[src/rtl/nrp_pkg.sv]
package nrp_pkg;
  localparam int ADDR_W = 3;

  localparam logic [ADDR_W-1:0] A_SEL    = 3'b010;
  localparam logic [ADDR_W-1:0] A_BANK   = 3'b100;
  localparam logic [ADDR_W-1:0] A_ASSIGN = 3'b101;
  localparam logic [ADDR_W-1:0] A_CMD    = 3'b110;

  typedef enum logic [1:0] {
    REG_SEL    = 2'd0,
    REG_BANK   = 2'd1,
    REG_ASSIGN = 2'd2,
    REG_CMD    = 2'd3
  } reg_id_e;

  localparam int CMD_CHAIN_RST = 0;
  localparam int CMD_STEP      = 1;
  localparam int CMD_RESYNC    = 2;
  localparam int CMD_SETUP_END = 4;
endpackage

[src/rtl/nrp_decode.sv]
module nrp_decode
  import nrp_pkg::*;
(
  input  logic              wr_i,
  input  logic              rd_i,
  input  logic              qual_ni,
  input  logic [ADDR_W-1:0] addr_i,
  output logic              acc_wr_o,
  output logic              acc_rd_o,
  output reg_id_e           id_o
);
  logic hit;

  always_comb begin
    hit  = 1'b1;
    id_o = REG_SEL;
    unique case (addr_i)
      A_SEL:    id_o = REG_SEL;
      A_BANK:   id_o = REG_BANK;
      A_ASSIGN: id_o = REG_ASSIGN;
      A_CMD:    id_o = REG_CMD;
      default:  hit  = 1'b0;
    endcase
  end

  // qualifier low turns a memory cycle into a register cycle
  assign acc_wr_o = wr_i && !qual_ni && hit;
  assign acc_rd_o = rd_i && !qual_ni && hit;
endmodule

[src/rtl/nrp_steer.sv]
module nrp_steer
  import nrp_pkg::*;
#(
  parameter int NIB_W = 4
) (
  input  logic               clk_i,
  input  logic               rst_ni,
  input  logic               acc_i,
  input  reg_id_e            id_i,
  input  logic [NIB_W-1:0]   nib_i,
  output logic               byte_vld_o,
  output reg_id_e            byte_id_o,
  output logic [2*NIB_W-1:0] byte_o,
  output logic               cmd_vld_o,
  output logic [NIB_W-1:0]   cmd_nib_o,
  output logic               resync_o
);
  localparam logic [NIB_W-1:0] NIB_RESYNC = NIB_W'(CMD_RESYNC);

  logic             hi_q;    // high nybble due next
  logic             tail_q;  // previous command nybble was a resync
  logic [NIB_W-1:0] lo_q;

  logic is_cmd, is_sync, absorb;

  always_comb begin
    is_cmd  = (id_i == REG_CMD);
    is_sync = is_cmd && (nib_i == NIB_RESYNC);
    absorb  = is_cmd && tail_q && (nib_i == '0);
  end

  always_ff @(posedge clk_i or negedge rst_ni) begin
    if (!rst_ni) begin
      hi_q       <= 1'b0;
      tail_q     <= 1'b0;
      lo_q       <= '0;
      byte_vld_o <= 1'b0;
      byte_id_o  <= REG_SEL;
      byte_o     <= '0;
      cmd_vld_o  <= 1'b0;
      cmd_nib_o  <= '0;
      resync_o   <= 1'b0;
    end else begin
      byte_vld_o <= 1'b0;
      cmd_vld_o  <= 1'b0;
      resync_o   <= 1'b0;
      if (acc_i) begin
        if (is_sync) begin
          hi_q     <= 1'b0;
          tail_q   <= 1'b1;
          resync_o <= 1'b1;
        end else if (absorb) begin
          // high half of a two-nybble resync
          tail_q <= 1'b0;
        end else if (is_cmd) begin
          tail_q <= 1'b0;
          if (!hi_q) begin
            cmd_vld_o <= 1'b1;
            cmd_nib_o <= nib_i;
            hi_q      <= 1'b1;
          end else begin
            hi_q <= 1'b0;
          end
        end else begin
          tail_q <= 1'b0;
          if (!hi_q) begin
            lo_q <= nib_i;
            hi_q <= 1'b1;
          end else begin
            byte_vld_o <= 1'b1;
            byte_id_o  <= id_i;
            byte_o     <= {nib_i, lo_q};
            hi_q       <= 1'b0;
          end
        end
      end
    end
  end
endmodule

[src/rtl/nrp_cmd.sv]
module nrp_cmd
  import nrp_pkg::*;
#(
  parameter int NIB_W = 4
) (
  input  logic             clk_i,
  input  logic             rst_ni,
  input  logic             cmd_vld_i,
  input  logic [NIB_W-1:0] cmd_nib_i,
  output logic             chain_rst_o,
  output logic             chain_step_o,
  output logic             setup_end_o,
  output logic             setup_o
);
  always_comb begin
    chain_rst_o  = 1'b0;
    chain_step_o = 1'b0;
    setup_end_o  = 1'b0;
    if (cmd_vld_i) begin
      unique case (cmd_nib_i)
        NIB_W'(CMD_CHAIN_RST): chain_rst_o  = 1'b1;
        NIB_W'(CMD_STEP):      chain_step_o = 1'b1;
        NIB_W'(CMD_SETUP_END): setup_end_o  = 1'b1;
        default: ;
      endcase
    end
  end

  always_ff @(posedge clk_i or negedge rst_ni) begin
    if (!rst_ni)          setup_o <= 1'b0;
    else if (chain_rst_o) setup_o <= 1'b1;
    else if (setup_end_o) setup_o <= 1'b0;
  end
endmodule

[src/rtl/nrp_rdmux.sv]
module nrp_rdmux
  import nrp_pkg::*;
#(
  parameter int NIB_W = 4
) (
  input  logic               acc_rd_i,
  input  reg_id_e            id_i,
  input  logic [2*NIB_W-1:0] chunk_sel_i,
  input  logic [2*NIB_W-1:0] bank_stat_i,
  output logic [NIB_W-1:0]   rdata_o,
  output logic               rd_hit_o
);
  always_comb begin
    rdata_o  = '0;
    rd_hit_o = acc_rd_i;
    if (acc_rd_i) begin
      unique case (id_i)
        REG_SEL:    rdata_o = chunk_sel_i[NIB_W-1:0];
        REG_BANK:   rdata_o = chunk_sel_i[2*NIB_W-1:NIB_W];
        REG_ASSIGN: rdata_o = bank_stat_i[NIB_W-1:0];
        REG_CMD:    rdata_o = bank_stat_i[2*NIB_W-1:NIB_W];
        default: ;
      endcase
    end
  end
endmodule

[src/rtl/nib_reg_port.sv]
module nib_reg_port
  import nrp_pkg::*;
#(
  parameter int NIB_W = 4
) (
  input  logic               clk_i,
  input  logic               rst_ni,
  input  logic               wr_i,
  input  logic               rd_i,
  input  logic               qual_ni,
  input  logic [ADDR_W-1:0]  addr_i,
  input  logic [NIB_W-1:0]   wdata_i,
  input  logic [2*NIB_W-1:0] chunk_sel_i,
  input  logic [2*NIB_W-1:0] bank_stat_i,
  output logic [NIB_W-1:0]   rdata_o,
  output logic               rd_hit_o,
  output logic               byte_vld_o,
  output logic [1:0]         byte_id_o,
  output logic [2*NIB_W-1:0] byte_o,
  output logic               chain_rst_o,
  output logic               chain_step_o,
  output logic               setup_end_o,
  output logic               resync_o,
  output logic               setup_o
);
  logic             acc_wr, acc_rd;
  reg_id_e          id, byte_id;
  logic             cmd_vld;
  logic [NIB_W-1:0] cmd_nib;

  nrp_decode u_decode (
    .wr_i     (wr_i),
    .rd_i     (rd_i),
    .qual_ni  (qual_ni),
    .addr_i   (addr_i),
    .acc_wr_o (acc_wr),
    .acc_rd_o (acc_rd),
    .id_o     (id)
  );

  nrp_steer #(.NIB_W(NIB_W)) u_steer (
    .clk_i      (clk_i),
    .rst_ni     (rst_ni),
    .acc_i      (acc_wr),
    .id_i       (id),
    .nib_i      (wdata_i),
    .byte_vld_o (byte_vld_o),
    .byte_id_o  (byte_id),
    .byte_o     (byte_o),
    .cmd_vld_o  (cmd_vld),
    .cmd_nib_o  (cmd_nib),
    .resync_o   (resync_o)
  );

  assign byte_id_o = byte_id;

  nrp_cmd #(.NIB_W(NIB_W)) u_cmd (
    .clk_i        (clk_i),
    .rst_ni       (rst_ni),
    .cmd_vld_i    (cmd_vld),
    .cmd_nib_i    (cmd_nib),
    .chain_rst_o  (chain_rst_o),
    .chain_step_o (chain_step_o),
    .setup_end_o  (setup_end_o),
    .setup_o      (setup_o)
  );

  nrp_rdmux #(.NIB_W(NIB_W)) u_rdmux (
    .acc_rd_i    (acc_rd),
    .id_i        (id),
    .chunk_sel_i (chunk_sel_i),
    .bank_stat_i (bank_stat_i),
    .rdata_o     (rdata_o),
    .rd_hit_o    (rd_hit_o)
  );
endmodule

[config.mk]
export PLATFORM = sky130hd
export DESIGN_NAME = nib_reg_port
export DESIGN_NICKNAME = d
export VERILOG_FILES = /design/src/rtl/nrp_pkg.sv /design/src/rtl/nrp_decode.sv /design/src/rtl/nrp_steer.sv /design/src/rtl/nrp_cmd.sv /design/src/rtl/nrp_rdmux.sv /design/src/rtl/nib_reg_port.sv
export SDC_FILE = /design/constraint.sdc
export NUM_CORES = 1
export LEC_CHECK = 0
export ABC_AREA = 1
export CORE_MARGIN = 3
export CORE_UTILIZATION = 40
export CTS_BUF_LIST = sky130_fd_sc_hd__clkbuf_8 sky130_fd_sc_hd__clkbuf_16
export CTS_CLUSTER_SIZE = 16
export DETAILED_ROUTE_END_ITERATION = 12
export GPL_TIMING_DRIVEN = 1
export HOLD_SLACK_MARGIN = 0.1
export PLACE_DENSITY = 0.72
export RECOVER_POWER = 25
export SLEW_MARGIN = 25
export SYNTH_ARGS = -nofsm -noshare
export SYNTH_HDL_FRONTEND = slang
export SYNTH_SLANG_ARGS = --single-unit
[constraint.sdc]
create_clock -name clk_i -period 1.9 [get_ports clk_i]
set_clock_uncertainty 0.1 [all_clocks]
set_input_delay 0.285 -clock clk_i [delete_from_list [all_inputs] [get_ports clk_i]]
set_output_delay 0.285 -clock clk_i [all_outputs]
set_load 0.005 [all_outputs]
Yosys cells after proc, flatten, opt, wreduce, memory -nomap -nowiden
Index checks and enable logic that the tools add are counted.
{"block": "word_totals", "ff_bits": 24, "inputBits": 28, "elab_cells": 68, "output_inout_bits": 21}
{"block": "classes", "n_eq_ne": 11, "muxes": 26, "reduce_logical": 17, "bitwise": 4}
{"cell": "$mux 1", "n": 23}
{"cell": "$pmux 4 s4", "n": 1}
{"cell": "$reduce_and 5->1", "n": 3}
{"cell": "$eq 3x3->1 const B", "n": 3}
{"cell": "$logic_not 4->1", "n": 2}
{"cell": "$logic_and 1x1->1", "n": 7}
{"cell": "$pmux 2 s3", "n": 1}
{"cell": "$eq 2x2->1 const B", "n": 2}
{"cell": "$eq 4x1->1 const B", "n": 1}
{"cell": "$eq 4x2->1 const B", "n": 1}
{"cell": "$eq 4x3->1 const B", "n": 1}
{"cell": "$mux 4", "n": 1}
{"cell": "$not 1->1", "n": 4}
{"cell": "$reduce_or 4->1", "n": 1}
{"cell": "$eq 3x2->1 const B", "n": 1}
{"cell": "$eq 2x1->1 const B", "n": 1}
{"cell": "$logic_not 2->1", "n": 1}
{"cell": "$ne 2x1->1 const B", "n": 1}
{"cell": "$reduce_and 2->1", "n": 1}
{"cell": "$reduce_bool 2->1", "n": 1}
{"cell": "$logic_not 1->1", "n": 1}

Logic depth before layout (Yosys ltp)
{"block": "logic_depth", "depth_word": 8, "depth_mapped": 7, "mapped_depth_nobuf": 7}

Hierarchy
Synthesis repeated with hierarchy kept, for this count alone.
{"block": "unflattened", "hier_cells": 166, "area_unflattened_um2": 1315.0}
{"module": "nrp_steer", "n_inst": 1, "area_each_um2": 968.4, "cells_per_inst": 102, "seq_area_each_um2": 575.6}
{"module": "nrp_rdmux", "n_inst": 1, "area_each_um2": 209.0, "cells_per_inst": 38, "seq_area_each_um2": 0.0}
{"module": "nrp_cmd", "n_inst": 1, "area_each_um2": 83.8, "cells_per_inst": 14, "seq_area_each_um2": 25.0}
{"module": "nrp_decode", "n_inst": 1, "area_each_um2": 53.8, "cells_per_inst": 12, "seq_area_each_um2": 0.0}

Worst setup path after synthesis
OpenSTA, ideal clock, no wires.
{"block": "synth_timing", "kind": "input port to output port", "startpoint": "input port addr_i[2]", "endpoint": "output port rdata_o[0]", "arrival_ps": 969, "path_slack_ps": 546, "required_time_ps": 1515, "stages": 6, "path_buffers": 0, "cell_sequence": "inv_1 nor3_1 nand2_1 nand3_1 nor2_1 nor2_1"}
{"block": "synth_between", "elab_chain_len": 5, "elab_cells_between_ends": 14, "classes_between": "eq/ne: 7; mux: 4; reduce/logical: 3"}
{"element": "from (decl)", "line": "nib_reg_port.sv:11", "rtl": "input logic [ADDR_W-1:0] addr_i,"}
{"element": "$eq 3x3->1 / $eq 3x2->1 (equally long branches)", "line": "nrp_decode.sv:17", "rtl": "unique case (addr_i)"}
{"element": "$pmux 2 s3 / $reduce_or 4->1 (equally long branches)"}
{"element": "$eq 2x2->1, or another cell as far along", "line": "nrp_rdmux.sv:17", "rtl": "unique case (id_i)"}
{"element": "$pmux 4 s4 / $logic_and 1x1->1 (equally long branches)", "line": "nrp_rdmux.sv:17, nrp_decode.sv:28"}
{"element": "$mux 4 (*)", "line": "nrp_rdmux.sv:16", "rtl": "if (acc_rd_i) begin"}
{"element": "to (decl)", "line": "nib_reg_port.sv:15", "rtl": "output logic [NIB_W-1:0] rdata_o,"}
Mark *: on every way between the ends. The rest lies on a longest branch, timed or not.

Final worst setup path
{"block": "layout_timing", "startpoint": "register u_steer.cmd_nib_o[3]", "endpoint": "output port chain_step_o"}
{"block": "layout_between", "elab_chain_len": 3}
{"element": "from (decl)", "line": "nrp_steer.sv:15", "rtl": "output logic [NIB_W-1:0] cmd_nib_o,"}
{"element": "from (signal assigned)", "line": "nrp_steer.sv:59", "rtl": "cmd_nib_o <= nib_i;"}
{"element": "$eq 4x1->1", "line": "nrp_cmd.sv:20", "rtl": "unique case (cmd_nib_i)"}
{"element": "$mux 1", "line": "nrp_cmd.sv:20"}
{"element": "$mux 1", "line": "nrp_cmd.sv:19", "rtl": "if (cmd_vld_i) begin"}
{"element": "to (decl)", "line": "nib_reg_port.sv:21", "rtl": "output logic chain_step_o,"}
No other way between the ends.

==> impl_metrics.sql <==
INSERT INTO impl_metrics (metric_group, metric, value, unit) VALUES
('status', 'status', 'completed', ''),
('grt', 'vias_in_the_first_global_route', '1221', ''),
('timing', 'final-max-slew-violation-count', '0', ''),
('logic_synthesis', 'synth_seq_cells', '24', ''),
('route', 'wl_per_cell', '12.7', 'µm'),
('clocking', 'cts-hold-fix-buffers', '0', ''),
('clocking', 'cts_tree', 'yes', ''),
('power', 'total_power', '1.78', 'mW'),
('place', 'io_buffer_count', '48', ''),
('logic_synthesis', 'synth_top_area_share', '49.5', '%'),
('timing', 'max_clk_rate', '540', 'MHz'),
('logic_synthesis', 'yosysUniqueCellTypes', '24', ''),
('floorplanning', 'die_h', '61.1', 'µm'),
('logic_synthesis', 'yosysWarnings', '0', ''),
('clocking', 'cts_sinks', '24', ''),
('layout', 'n_antenna_cell', '0', ''),
('logic_synthesis', 'synth_async_sr_flop_share', '100', '%'),
('critical_path', 'arrival', '1.47', 'ns'),
('logic_synthesis', 'netlist_instances', '152', ''),
('logic_synthesis', 'number_of_synthesized_flops_with_an_enable_pin', '0', ''),
('timing', 'finalHoldViolCount', '0', ''),
('floorplanning', 'pin_count', '49', ''),
('min_path', 'path_class_of_the_lowest_slack_min_delay_path', 'input pin to flop', ''),
('clocking', 'cts-root-to-sink-buffers', '2', ''),
('power', 'power_per_cell_area', '899', 'nW/µm²'),
('place', 'dp_worst_setup_slack', '-0.483', 'ns'),
('route', 'drc', '0', ''),
('clocking', 'clockRootBuffer', 'clkbuf_8', ''),
('critical_path', 'worst_setup_path_end_kind', 'primary output', ''),
('place', 'dpl.hpwl', '2.26', 'mm'),
('route', 'dr.pass1.iters', '6', ''),
('clocking', 'tritoncts.num_buffers', '3', ''),
('run', 'max_cap_violations', '0', ''),
('logic_synthesis', 'yosys.area.top_type', 'dfrtp_1', ''),
('grt', 'grt_first_pass_wirelength', '5.23', 'mm'),
('floorplanning', 'initial_core_utilization', '42.9', '%'),
('grt', 'globalRouteOverflowTotal', '0', ''),
('logic_synthesis', 'synth.most_common_cell', 'nand2_1', ''),
('route', 'via_per_inst', '5.03', ''),
('grt', 'grt_antenna_before_repair', '0', ''),
('route', 'wl_final', '3.23', 'mm'),
('route', 'postRouteAntennaNets', '0', ''),
('timing', 'timing.final.ws_setup', '0.0483', 'ns'),
('timing', 'finalSetupViolations', '0', ''),
('logic_synthesis', 'synth.cells.most_frequent', 'nand2_1, dfrtp_1, nor2_1, inv_1, o21ai_0', ''),
('logic_synthesis', 'synth.area.top_cells', 'dfrtp_1, nand2_1, nor2_1', ''),
('logic_synthesis', 'yosysSeqAreaShare', '49.5', '%'),
('timing', 'worst-slew-pin-transition', '0.598', 'ns'),
('route', 'via_count', '1283', ''),
('critical_path', 'startpoint_type', 'flop', ''),
('min_path', 'min_path_cells', '5', ''),
('timing', 'min_clock_period_post_route', '1.85', 'ns'),
('floorplanning', 'placeable_core_area', '2830', 'µm²'),
('logic_synthesis', 'syn_area', '1210', 'µm²'),
('layout', 'layout.filler_cells', '221', ''),
('power', 'p_leak', '0.994', 'nW'),
('logic_synthesis', 'avgSynthCellArea', '7.98', 'µm²'),
('floorplanning', 'fp.dieW', '61.1', 'µm'),
('floorplanning', 'fp.dieArea', '3730', 'µm²'),
('timing', 'final_min_period_over_clock_period', '97.5', '%'),
('floorplanning', 'std_cell_rows', '19', ''),
('critical_path', 'cp_data_required_time', '1.51', 'ns'),
('timing', 'slew_headroom', '60.1', '%'),
('grt', 'overall_global_routing_usage', '19.4', '%'),
('power', 'vdd.ir_drop.worst', '0.354', 'mV'),
('critical_path', 'worst-r2r-cell-count', '4', ''),
('layout', 'final_layout_size_suffix_gt1_share', '21.4', '%'),
('critical_path', 'critPathMaxFanout', '3', ''),
('clocking', 'insertion_delay', '0.27', 'ns'),
('clocking', 'clkTransAtPathRegs', '0.09', 'ns'),
('grt', 'grt_max_degree', '25', ''),
('clocking', 'htree_levels', '1', ''),
('place', 'gp_congestion', '0.751', ''),
('layout', 'synthToLayoutAreaGrowth', '63.0', '%'),
('critical_path', 'setup.worst_path.class', 'flop to primary output', ''),
('route', 'drt_iter0_drc', '37', ''),
('layout', 'design.final.nets', '253', ''),
('logic_synthesis', 'synth_top_flop_cell', 'dfrtp_1', ''),
('logic_synthesis', 'syn-num-nets', '180', '');
==> final timing paths <==
path | slack, ns | end | start
setup / recovery | 0.05 | chain_step_o | u_steer.cmd_nib_o[3]
hold / removal | 0.38 | u_steer.byte_id_o[0] | qual_ni
setup reg to reg | 0.67 | u_cmd.setup_o | u_steer.cmd_nib_o[0]
hold reg to reg | 0.38 | u_steer.cmd_nib_o[1] | u_steer.cmd_nib_o[1]
max in group asynchronous | 0.87 | u_steer.cmd_nib_o[3] | rst_ni
min in group asynchronous | 0.44 | u_steer.byte_vld_o | rst_ni
==> kinds of logic after synthesis <==
group,Yosys count,synth area share [%]
simple gates,90,35.5
buf+inv,17,5.98
flops,24,49.5
compound gates,21,9.07
==> state kept, by name, summed over array words and instances, names as in the netlist, 2 cells and up <==
name	count
u_steer.byte_id_o	2
u_steer.byte_o	8
u_steer.lo_q	4
u_steer.cmd_nib_o	4
==> per-layer routing <==
metal	vias to the layer above	share of wire, %	GRT usage [%]
li1	633	-	-
met1	583	37	21.4
met2	55	51	33.2
met3	12	7.6	4.61
met4	0	4.8	12.1
met5	-	0	0
==> cells in the final DEF (no fill, tap or decap), types with 4 or more instances in the layout <==
master	netlist	routed
buf_4	0	18
nand2_1	48	48
nand3_1	7	7
nand4_1	4	4
nor2_1	17	17
clkdlybuf4s50_1	0	36
o21ai_0	12	10
clkbuf_2	0	4
o21ai_1	3	5
inv_1	13	11
dfrtp_1	24	24
==> area by class of cell <==
class | count | area (µm²) | area share (%)
clock buffer | 3 | 41.3 | 2.09
timing repair buffer | 70 | 641 | 32.4
multi-input combinational | 111 | 571 | 28.8
tap | 31 | 38.8 | 1.96
clock inverter | 1 | 30.0 | 1.52
sequential | 24 | 601 | 30.4
inverter | 15 | 56.3 | 2.85
==> repair_timing <==
action                                 CTS  global route
setup endpoints to repair                6             7
endpoints found under the hold margin    0             0
pin swaps                                4             4
resized for setup                       19            19
setup buffers                            5             4
==> report_power, final <==
group | internal, mW | total [mW] | switching, mW | leakage [nW]
registers | 0.664 | 0.753 | 0.0883 | 0.308
logic | 0.342 | 0.573 | 0.232 | 0.650
clock network | 0.282 | 0.453 | 0.171 | 0.0357
==> worst max-delay path, stage by stage (launching register included) <==
cell	delay [ns]
dfrtp_1	0.40
nor2_1	0.12
inv_1	0.08
nor2_1	0.10
clkdlybuf4s50_1	0.50
==> through the flow <==
stage                     util, %  instance area (µm²)  hold slack (ns)  cells  setup TNS, ns
final                        69.9                 1980            0.376    255              0
after global routing         69.9                 1980            0.425    255        -0.0537
after CTS                    68.4                 1930            0.281    251              0
after detailed placement     64.8                 1830            0.361    243          -2.30
after global placement       64.8                 1830            0.357    243          -2.01
after floorplan                 -                 1210           -0.111    152              0
Power figures use the tool's default switching activity.
